[src/rtl/xms_pkg.sv]
package xms_pkg;

   typedef enum logic [1:0] {
      ST_IDLE   = 2'd0,
      ST_SETUP  = 2'd1,
      ST_HOLD   = 2'd2,
      ST_STROBE = 2'd3
   } xms_state_e;

endpackage

[src/rtl/xms_cfg_reg.sv]
module xms_cfg_reg #(
   parameter int          CFG_W     = 8,
   parameter logic [CFG_W-1:0] RESET_VAL = 8'h23
) (
   input  logic             clk,
   input  logic             rst_n,
   input  logic             we,
   input  logic [CFG_W-1:0] wdata,
   input  logic             busy,
   output logic [CFG_W-1:0] q
);

   always_ff @(posedge clk or negedge rst_n) begin
      if (!rst_n)
         q <= RESET_VAL;
      else if (we && !busy)
         q <= wdata;
   end

endmodule

[src/rtl/xms_route.sv]
module xms_route #(
   parameter int ADDR_W    = 16,
   parameter int SHORT_W   = 8,
   parameter int AUX_DEPTH = 1024,
   localparam int AUX_AW   = (AUX_DEPTH > 1) ? $clog2(AUX_DEPTH) : 1
) (
   input  logic              aux_dis,
   input  logic              short_mode,
   input  logic [ADDR_W-1:0] addr,
   output logic              to_aux,
   output logic [AUX_AW-1:0] aux_addr
);

   initial begin
      assert (SHORT_W <= ADDR_W) else $error("xms_route: SHORT_W exceeds ADDR_W");
      assert (AUX_DEPTH <= (1 << ADDR_W)) else $error("xms_route: window too large");
   end

   generate
      if (AUX_DEPTH > 0) begin : g_aux
         logic [ADDR_W-1:0] eff;
         always_comb begin
            if (short_mode)
               eff = {{(ADDR_W-SHORT_W){1'b0}}, addr[SHORT_W-1:0]};
            else
               eff = addr;
            to_aux   = !aux_dis && (eff < ADDR_W'(AUX_DEPTH));
            aux_addr = eff[AUX_AW-1:0];
         end
      end else begin : g_no_aux
         assign to_aux   = 1'b0;
         assign aux_addr = '0;
      end
   endgenerate

endmodule

[src/rtl/xms_seq.sv]
module xms_seq
   import xms_pkg::*;
#(
   parameter int  ADDR_W = 16,
   parameter int  DATA_W = 8,
   parameter int  AS_W   = 2,
   parameter int  PW_W   = 3,
   localparam int HI_W   = ADDR_W - DATA_W,
   localparam int CNT_W  = (AS_W > PW_W) ? AS_W : PW_W
) (
   input  logic              clk,
   input  logic              rst_n,
   input  logic              start,
   input  logic              wr,
   input  logic [ADDR_W-1:0] addr,
   input  logic [DATA_W-1:0] wdata,
   input  logic [AS_W-1:0]   as_f,
   input  logic [PW_W-1:0]   pw_f,
   input  logic [DATA_W-1:0] p0_in,
   output logic              busy,
   output logic              ale,
   output logic              rd_n,
   output logic              wr_n,
   output logic [DATA_W-1:0] p0_out,
   output logic              p0_oe,
   output logic [HI_W-1:0]   p2_out,
   output logic              ext_done,
   output logic [DATA_W-1:0] ext_rdata
);

   initial begin
      assert (ADDR_W > DATA_W) else $error("xms_seq: address must be wider than data");
      assert (AS_W > 0 && PW_W > 0) else $error("xms_seq: stretch fields must be non-empty");
   end

   xms_state_e        state;
   logic [CNT_W-1:0]  cnt;
   logic [ADDR_W-1:0] addr_q;
   logic [DATA_W-1:0] wd_q;
   logic              wr_q;
   logic              last;

   assign last = (cnt == '0);

   always_ff @(posedge clk or negedge rst_n) begin
      if (!rst_n) begin
         state     <= ST_IDLE;
         cnt       <= '0;
         addr_q    <= '0;
         wd_q      <= '0;
         wr_q      <= 1'b0;
         ext_done  <= 1'b0;
         ext_rdata <= '0;
      end else begin
         ext_done <= 1'b0;
         case (state)
            ST_IDLE: begin
               if (start) begin
                  state  <= ST_SETUP;
                  cnt    <= CNT_W'(as_f);
                  addr_q <= addr;
                  wd_q   <= wdata;
                  wr_q   <= wr;
               end
            end
            ST_SETUP: begin
               if (last) begin
                  state <= ST_HOLD;
                  cnt   <= CNT_W'(as_f);
               end else begin
                  cnt <= cnt - 1'b1;
               end
            end
            ST_HOLD: begin
               if (last) begin
                  state <= ST_STROBE;
                  cnt   <= CNT_W'(pw_f);
               end else begin
                  cnt <= cnt - 1'b1;
               end
            end
            default: begin
               if (last) begin
                  state    <= ST_IDLE;
                  ext_done <= 1'b1;
                  if (!wr_q)
                     ext_rdata <= p0_in;
               end else begin
                  cnt <= cnt - 1'b1;
               end
            end
         endcase
      end
   end

   always_comb begin
      busy   = (state != ST_IDLE);
      ale    = (state == ST_SETUP);
      rd_n   = !((state == ST_STROBE) && !wr_q);
      wr_n   = !((state == ST_STROBE) && wr_q);
      p0_oe  = (state == ST_SETUP) || (state == ST_HOLD) ||
               ((state == ST_STROBE) && wr_q);
      p0_out = ((state == ST_STROBE) && wr_q) ? wd_q : addr_q[DATA_W-1:0];
      p2_out = addr_q[ADDR_W-1:DATA_W];
   end

   // never both strobes
   a_r4_one_strobe: assert property (@(posedge clk) disable iff (!rst_n)
      !(!rd_n && !wr_n));
   // latch enable quiet while a strobe is low
   a_r4_no_ale_in_strobe: assert property (@(posedge clk) disable iff (!rst_n)
      (!rd_n || !wr_n) |-> !ale);
   // completion lasts one clock
   a_r6_done_pulse: assert property (@(posedge clk) disable iff (!rst_n)
      ext_done |=> !ext_done);
   // completion directly follows a strobe
   a_r6_done_after_strobe: assert property (@(posedge clk) disable iff (!rst_n)
      ext_done |-> ($past(!rd_n) || $past(!wr_n)));
   // high address held through a bus cycle
   a_r3_addr_held: assert property (@(posedge clk) disable iff (!rst_n)
      (busy && $past(busy)) |-> $stable(p2_out));

endmodule

[src/rtl/xmem_stretch_ctrl.sv]
module xmem_stretch_ctrl #(
   parameter int  ADDR_W    = 16,
   parameter int  DATA_W    = 8,
   parameter int  AUX_DEPTH = 1024,
   parameter int  SHORT_W   = 8,
   parameter int  AS_W      = 2,
   parameter int  AS_LSB    = 4,
   parameter int  PW_W      = 3,
   parameter int  PW_LSB    = 0,
   parameter int  CFG_W     = 8,
   parameter logic [CFG_W-1:0] CFG_RESET = 8'h23,
   localparam int AUX_AW    = (AUX_DEPTH > 1) ? $clog2(AUX_DEPTH) : 1,
   localparam int HI_W      = ADDR_W - DATA_W
) (
   input  logic              clk,
   input  logic              rst_n,
   input  logic              cfg_we,
   input  logic [CFG_W-1:0]  cfg_wdata,
   output logic [CFG_W-1:0]  cfg_q,
   input  logic              aux_dis,
   input  logic              req_valid,
   input  logic              req_write,
   input  logic              req_short,
   input  logic [ADDR_W-1:0] req_addr,
   input  logic [DATA_W-1:0] req_wdata,
   output logic              done,
   output logic [DATA_W-1:0] rdata,
   output logic              ram_req,
   output logic              ram_we,
   output logic [AUX_AW-1:0] ram_addr,
   output logic [DATA_W-1:0] ram_wdata,
   input  logic [DATA_W-1:0] ram_rdata,
   output logic              ale,
   output logic [DATA_W-1:0] p0_out,
   output logic              p0_oe,
   input  logic [DATA_W-1:0] p0_in,
   output logic [HI_W-1:0]   p2_out,
   output logic              rd_n,
   output logic              wr_n
);

   initial begin
      assert (AS_LSB + AS_W <= CFG_W) else $error("address field outside config byte");
      assert (PW_LSB + PW_W <= CFG_W) else $error("pulse field outside config byte");
   end

   logic              busy;
   logic              to_aux;
   logic              take;
   logic              ext_done;
   logic [DATA_W-1:0] ext_rdata;
   logic              aux_done_q;
   logic [DATA_W-1:0] aux_rdata_q;

   xms_cfg_reg #(.CFG_W(CFG_W), .RESET_VAL(CFG_RESET)) u_cfg (
      .clk(clk), .rst_n(rst_n), .we(cfg_we), .wdata(cfg_wdata),
      .busy(busy), .q(cfg_q)
   );

   xms_route #(.ADDR_W(ADDR_W), .SHORT_W(SHORT_W), .AUX_DEPTH(AUX_DEPTH)) u_route (
      .aux_dis(aux_dis), .short_mode(req_short), .addr(req_addr),
      .to_aux(to_aux), .aux_addr(ram_addr)
   );

   assign take = req_valid && !busy;

   xms_seq #(.ADDR_W(ADDR_W), .DATA_W(DATA_W), .AS_W(AS_W), .PW_W(PW_W)) u_seq (
      .clk(clk), .rst_n(rst_n), .start(take && !to_aux), .wr(req_write),
      .addr(req_addr), .wdata(req_wdata),
      .as_f(cfg_q[AS_LSB +: AS_W]), .pw_f(cfg_q[PW_LSB +: PW_W]),
      .p0_in(p0_in), .busy(busy), .ale(ale), .rd_n(rd_n), .wr_n(wr_n),
      .p0_out(p0_out), .p0_oe(p0_oe), .p2_out(p2_out),
      .ext_done(ext_done), .ext_rdata(ext_rdata)
   );

   assign ram_req   = take && to_aux;
   assign ram_we    = req_write;
   assign ram_wdata = req_wdata;

   always_ff @(posedge clk or negedge rst_n) begin
      if (!rst_n) begin
         aux_done_q  <= 1'b0;
         aux_rdata_q <= '0;
      end else begin
         aux_done_q <= ram_req;
         if (ram_req && !req_write)
            aux_rdata_q <= ram_rdata;
      end
   end

   assign done  = ext_done || aux_done_q;
   assign rdata = aux_done_q ? aux_rdata_q : ext_rdata;

   // disabled window never reaches the RAM port
   a_r8_no_ram_when_disabled: assert property (@(posedge clk) disable iff (!rst_n)
      aux_dis |-> !ram_req);
   // a RAM access leaves the external bus idle
   a_r7_ram_bus_quiet: assert property (@(posedge clk) disable iff (!rst_n)
      ram_req |=> (!ale && rd_n && wr_n && done));
   // short addressing stays inside the low page of the window
   a_r9_short_page: assert property (@(posedge clk) disable iff (!rst_n)
      (ram_req && req_short) |-> (ram_addr[AUX_AW-1:SHORT_W] == '0));
   // configuration frozen during a bus cycle
   a_r10_cfg_frozen: assert property (@(posedge clk) disable iff (!rst_n)
      (busy && $past(busy)) |-> $stable(cfg_q));

endmodule

[config.mk]
export PLATFORM = sky130hd
export DESIGN_NAME = xmem_stretch_ctrl
export DESIGN_NICKNAME = d
export VERILOG_FILES = /design/src/rtl/xms_pkg.sv /design/src/rtl/xms_cfg_reg.sv /design/src/rtl/xms_route.sv /design/src/rtl/xms_seq.sv /design/src/rtl/xmem_stretch_ctrl.sv
export SDC_FILE = /design/constraint.sdc
export NUM_CORES = 1
export LEC_CHECK = 0
export BUFFER_PORTS_ARGS = -buffer_cell sky130_fd_sc_hd__buf_2
export CORE_MARGIN = 5
export CORE_UTILIZATION = 40
export DETAILED_ROUTE_END_ITERATION = 7
export PLACE_DENSITY = 0.78
export SYNTH_ARGS = -nofsm -noshare
export SYNTH_HDL_FRONTEND = slang
export SYNTH_SLANG_ARGS = --single-unit
[constraint.sdc]
create_clock -name clk -period 3.6 [get_ports clk]
set_clock_uncertainty 0.1 [all_clocks]
set_input_delay 0.36 -clock clk [delete_from_list [all_inputs] [get_ports clk]]
set_output_delay 0.36 -clock clk [all_outputs]
set_load 0.005 [all_outputs]
**Yosys cells after proc, flatten, opt, wreduce, memory -nomap -nowiden**

Index checks and enable logic that the tools add are counted.

- Add/sub/neg operators: 1
- Magnitude comparators: 1
- Equal/unequal tests: 7
- Mux-type cells: 15
- Bitwise gates (word level): 2
- Reductions and logical operators: 27

Operators with widths:

| operator | number |
|---|---|
| $lt 16x11->1 const B | 1 |
| $mux 16 | 1 |
| $mux 8 | 2 |
| $mux 3 | 4 |
| $pmux 3 s3 | 1 |
| $logic_and 1x1->1 | 8 |
| $mux 2 | 4 |
| $logic_not 1->1 | 7 |
| $ne 2x1->1 const B | 3 |
| $pmux 2 s3 | 1 |
| $eq 2x2->1 const B | 2 |
| $ne 4x4->1 const B | 1 |
| $reduce_and 2->1 | 2 |
| $reduce_and 4->1 | 1 |
| $reduce_bool 2->1 | 2 |
| $logic_not 3->1 | 1 |
| $logic_or 1x1->1 | 3 |
| $reduce_and 3->1 | 1 |
| $reduce_or 3->1 | 1 |
| $sub 3x1->3 const B | 1 |
| $eq 2x1->1 const B | 1 |
| $logic_not 2->1 | 1 |
| $mux 1 | 2 |
| $not 1->1 | 2 |

- Register bits after elaboration: 56
- Output and inout bits: 57

**Longest topological paths before layout**

- Depth after elaboration: 7
- Mapped depth: 7
- Gate-level depth less buffers: 6

**Modules after synthesis**

From an unflattened synthesis, not the netlist that was laid out.

- Cell total of the unflattened synthesis: 211
- Area total of the unflattened synthesis: 2865.2 um^2

By module, submodules not included:

| module | times used | cells each | area each (um^2) |
|---|---|---|---|
| xms_seq | 1 | 140 | 1854.3 |
| xmem_stretch_ctrl | 1 | 40 | 555.5 |
| xms_cfg_reg | 1 | 18 | 349.1 |
| xms_route | 1 | 13 | 106.4 |

**Worst setup path before layout**

OpenSTA, ideal clock, no wires.

- Path kind: flip-flop to flip-flop
- From: reg u_seq.state[0]
- To: reg u_seq.addr_q[0]
- Library setup time: 0.125 ns
- Arrival time: 1.776 ns
- Required time: 3.375 ns
- Path slack: 1.599 ns
- Cell stages (with the launch flop): 7
- Period minus slack after synthesis: 2.001 ns
- Cell sequence: dfrtp_1 > inv_1 > ha_1 > nand2_1 > a211oi_2 > buf_6 > mux2_2

- Longest elaborated chain between the ends: 5
- Elaborated cells between the ends (all ways): 6

Ends and longest elaborated chain:

| what | line | text |
|---|---|---|
| start: declaration | xms_seq.sv:36 | `xms_state_e state;` |
| start signal: assignment | xms_seq.sv:47 | `state <= ST_IDLE;` |
| start signal: assignment | xms_seq.sv:59 | `state <= ST_SETUP;` |
| start signal: assignment | xms_seq.sv:68 | `state <= ST_HOLD;` |
| $reduce_bool 2->1 | xms_seq.sv:97 | `busy = (state != ST_IDLE);` |
| $logic_not 1->1 | xmem_stretch_ctrl.sv:65 | `assign take = req_valid && !busy;` |
| $logic_and 1x1->1 | xmem_stretch_ctrl.sv:65 |  |
| $logic_and 1x1->1 | xmem_stretch_ctrl.sv:68 | `.clk(clk), .rst_n(rst_n), .start(take && !to_aux), .wr(req_write),` |
| $reduce_and 2->1 (no line) * | n/a |  |
| end signal: assignment | xms_seq.sv:61 | `addr_q <= addr;` |
| end: declaration | xms_seq.sv:38 | `logic [ADDR_W-1:0] addr_q;` |

Mark *: on every way between the ends. The rest lies on a longest branch, timed or not.
A chain may end at the register's enable or synchronous reset.

**Worst setup path in the final report**

- From: reg u_seq.state[0]
- To: reg u_seq.addr_q[9]

Same word-level chain as after synthesis.

==> flow_metrics.tcl <==
set metrics [dict create \
    vias 1894 \
    wl_um 6010 \
    slew_headroom_pct 45.7 \
    drt_iter0_drc 47 \
    path_clk_slew_ps 100 \
    ant_nets 0 \
    crit_path_end_kind "flop" \
    cts_buffers 5 \
    cts_tree "yes" \
    antenna_found_initial 0 \
    worst_pin_slew_ps 814 \
    synth_compound_area_share_pct 4.49 \
    core_mm2 0.00683 \
    start_util_pct 41.2 \
    synth-edff-count 0 \
    crit_chain "inv_1 > ha_1 > nand2_1 > a211oi_4 > buf_4 > mux2_2" \
    cp_slowest_cell "a211oi_4" \
    synth.top_cells.by_count "68 x mux2_2, 53 x dfrtp_1, 25 x buf_4" \
    status "finished clean" \
    max_stage_delay_ps 550 \
    synthSimpleGateAreaFrac_pct 6.54 \
    track_usage_pct 14.2 \
    vdd_drop_max_mv 0.318 \
    rsz0062_at_grt "false" \
    cellLeakagePower_nw 1.61 \
    die_x_um 93.9 \
    dpl.hpwl_um 4650 \
    grt_max_degree 37 \
    die_y_um 93.9 \
    synth_top_area_share_pct 47.1 \
    synth_top_area_cell "dfrtp_1" \
    seq_area_frac_synth_pct 49.9 \
    ios 112 \
    clockBufferDepth 2 \
    row_count 30 \
    ys_types 29 \
    detail_route.first_pass.iterations 4 \
    drive_gt1_share_pct 65.9 \
    die_area_mm2 0.00881 \
    area_growth_pct 20.1 \
    cpLargestDelayFamily "compound AO/OA/AOI/OAI gates" \
    finalCritPeriodShare_pct 75.6 \
    portBuffers 111 \
    synth_top_family_by_area "multiplexers" \
    synthTopCellsByArea "dfrtp_1 47%, mux2_2 27%, buf_4 6.7%" \
    yosys_register_bits 56 \
    drv_slew 0 \
    grt_pass1_wl_um 9830 \
    post_cts_buffers 0 \
    power_switching_uw 898 \
    p_int_mw 1.79 \
    crit_required_ps 3700 \
    fin_ws_ps 878 \
    crit_buf_inv 2 \
    fin_crit_ps 2720 \
    ys_warn_count 0 \
    num_antenna_cells 0 \
    nets 363 \
    clk_latency_ps 310 \
    vias_per_cell 4.76 \
    cp_max_fo 16 \
    maxCapViolCount 0 \
    max_freq_mhz 367 \
    clkSinkCount 56 \
    grt_overflow 0 \
    htreeDepth 2 \
    crit_type "reg -> reg" \
    seq_power_share_pct 42.2 \
    grt_pass1_vias 2028 \
    p_per_area_mw_per_mm2 796 \
    routabilityCongestion 0.820 \
    p_clk_share_pct 13.1 \
    hp-class "in -> async" \
    combPwrFrac_pct 44.7 \
    synth_nets 273 \
    fin_setup_tns_ps 0 \
    syn_inst 211 \
    synth-xor-area-share_pct 0 \
    cts_root_buf "clkbuf_8" \
    final-setup-viol-count 0 \
    synth_area_mm2 0.00281 \
    cts_hold_buf 0 \
    hold_viol 0 \
    synth_most_common_cell "mux2_2" \
    synth-main-ff-cell "dfrtp_1" \
    wire_per_inst_um 15.1 \
    nFillCells 635 \
    start_kind "flop" \
    synth-adder-area-share_pct 3.11 \
    async_reset_ff_share_pct 100 \
    drc 0 \
    dp_slack_ps 887 \
    cts_resized 0 \
    arrival_ps 2820 \
    synth_mux_area_share_pct 27.2 \
    p_sw_share_pct 33.3 \
    syn_avg_cell_area_um2 13.3 \
]
## power by group through the flow
stage	clock network, mW	logic [mW]	registers [mW]
after floorplan	0	0.878	1.10
after global placement	0	1.19	1.13
after global routing	0.388	1.34	1.18
after detailed placement	0	1.22	1.15
after CTS	0.366	1.23	1.14
final	0.352	1.20	1.14
## final timing paths
check                                            startpoint                             end  slack, ps  cells after the start
worst min register to register  u_seq.addr_q[8]$_DFFE_PN0P_     u_seq.addr_q[8]$_DFFE_PN0P_        410                      1
worst max-delay path             u_seq.state[0]$_DFFE_PN0P_     u_seq.addr_q[9]$_DFFE_PN0P_        880                      6
worst min-delay path                                  rst_n    u_seq.addr_q[10]$_DFFE_PN0P_         30                      1
min in group clk                               cfg_wdata[5]          u_cfg.q[5]$_DFFE_PN1P_        170                      2
max in group asynchronous                             rst_n  u_seq.ext_rdata[1]$_DFFE_PN0P_       2600                      2
worst max register to register   u_seq.state[0]$_DFFE_PN0P_     u_seq.addr_q[9]$_DFFE_PN0P_        880                      6
## cell usage in the layout (no fill, tap or decap), types with 3 or more instances in the layout
cell type / n
buf_2: 111
mux2_2: 68
dfrtp_1: 53
ha_1: 7
inv_1: 6
nand2_1: 5
nor2b_1: 5
clkbuf_8: 5
a211oi_1: 4
nor3_1: 3
nand2b_1: 3
a21oi_1: 3
dfstp_2: 3
## layout make-up
class | count | area (um^2) | area share (%)
Clock buffer | 5 | 68.8 | 2.04
Clock inverter | 3 | 22.5 | 0.666
Inverter | 6 | 22.5 | 0.666
Multi-Input combinational cell | 119 | 1170 | 34.6
Sequential cell | 56 | 1410 | 41.6
Tap cell | 96 | 120 | 3.55
Timing Repair Buffer | 113 | 571 | 16.9
## layer usage
layer / up-vias / track usage (%) / part of all wire (%)
met5: - / 0 / 0
met4: 0 / 3.97 / 1.1
met3: 4 / 4.25 / 8.4
met2: 83 / 23.1 / 46
met1: 907 / 18.2 / 45
li1: 900 / - / -
## flip-flops by register name, indices dropped and copies added, names as in the netlist
signal / cells
u_seq.addr_q: 16
aux_rdata_q: 8
u_cfg.q: 8
u_seq.ext_rdata: 8
u_seq.wd_q: 8
u_seq.cnt: 3
u_seq.state: 2
aux_done_q: 1
u_seq.ext_done: 1
u_seq.wr_q: 1
## cells by family (layout without fill, tap and decap cells)
kind of cell | count (synthesis) | count (layout)
buffers and inverters | 36 | 127
AND/OR/NAND/NOR | 28 | 28
adder cells (fa/ha/maj) | 7 | 7
flip-flops | 56 | 56
AO/OA/AOI/OAI | 16 | 16
multiplexers | 68 | 68
## per-stage QoR
step | utilization [%] | area (um^2) | instances | power (mW) | hold WS [ps]
6_report | 49.5 | 3380 | 398 | 2.69 | 32.0
5_1_grt | 49.5 | 3380 | 398 | 2.91 | 98.0
4_1_cts | 49.5 | 3380 | 398 | 2.73 | 71.2
3_5_place_dp | 48.2 | 3290 | 390 | 2.37 | 391
3_3_place_gp | 48.2 | 3290 | 390 | 2.32 | 383
2_1_floorplan | - | 2810 | 211 | 1.98 | -35.6
No activity file was read; power rests on OpenSTA's default activity.
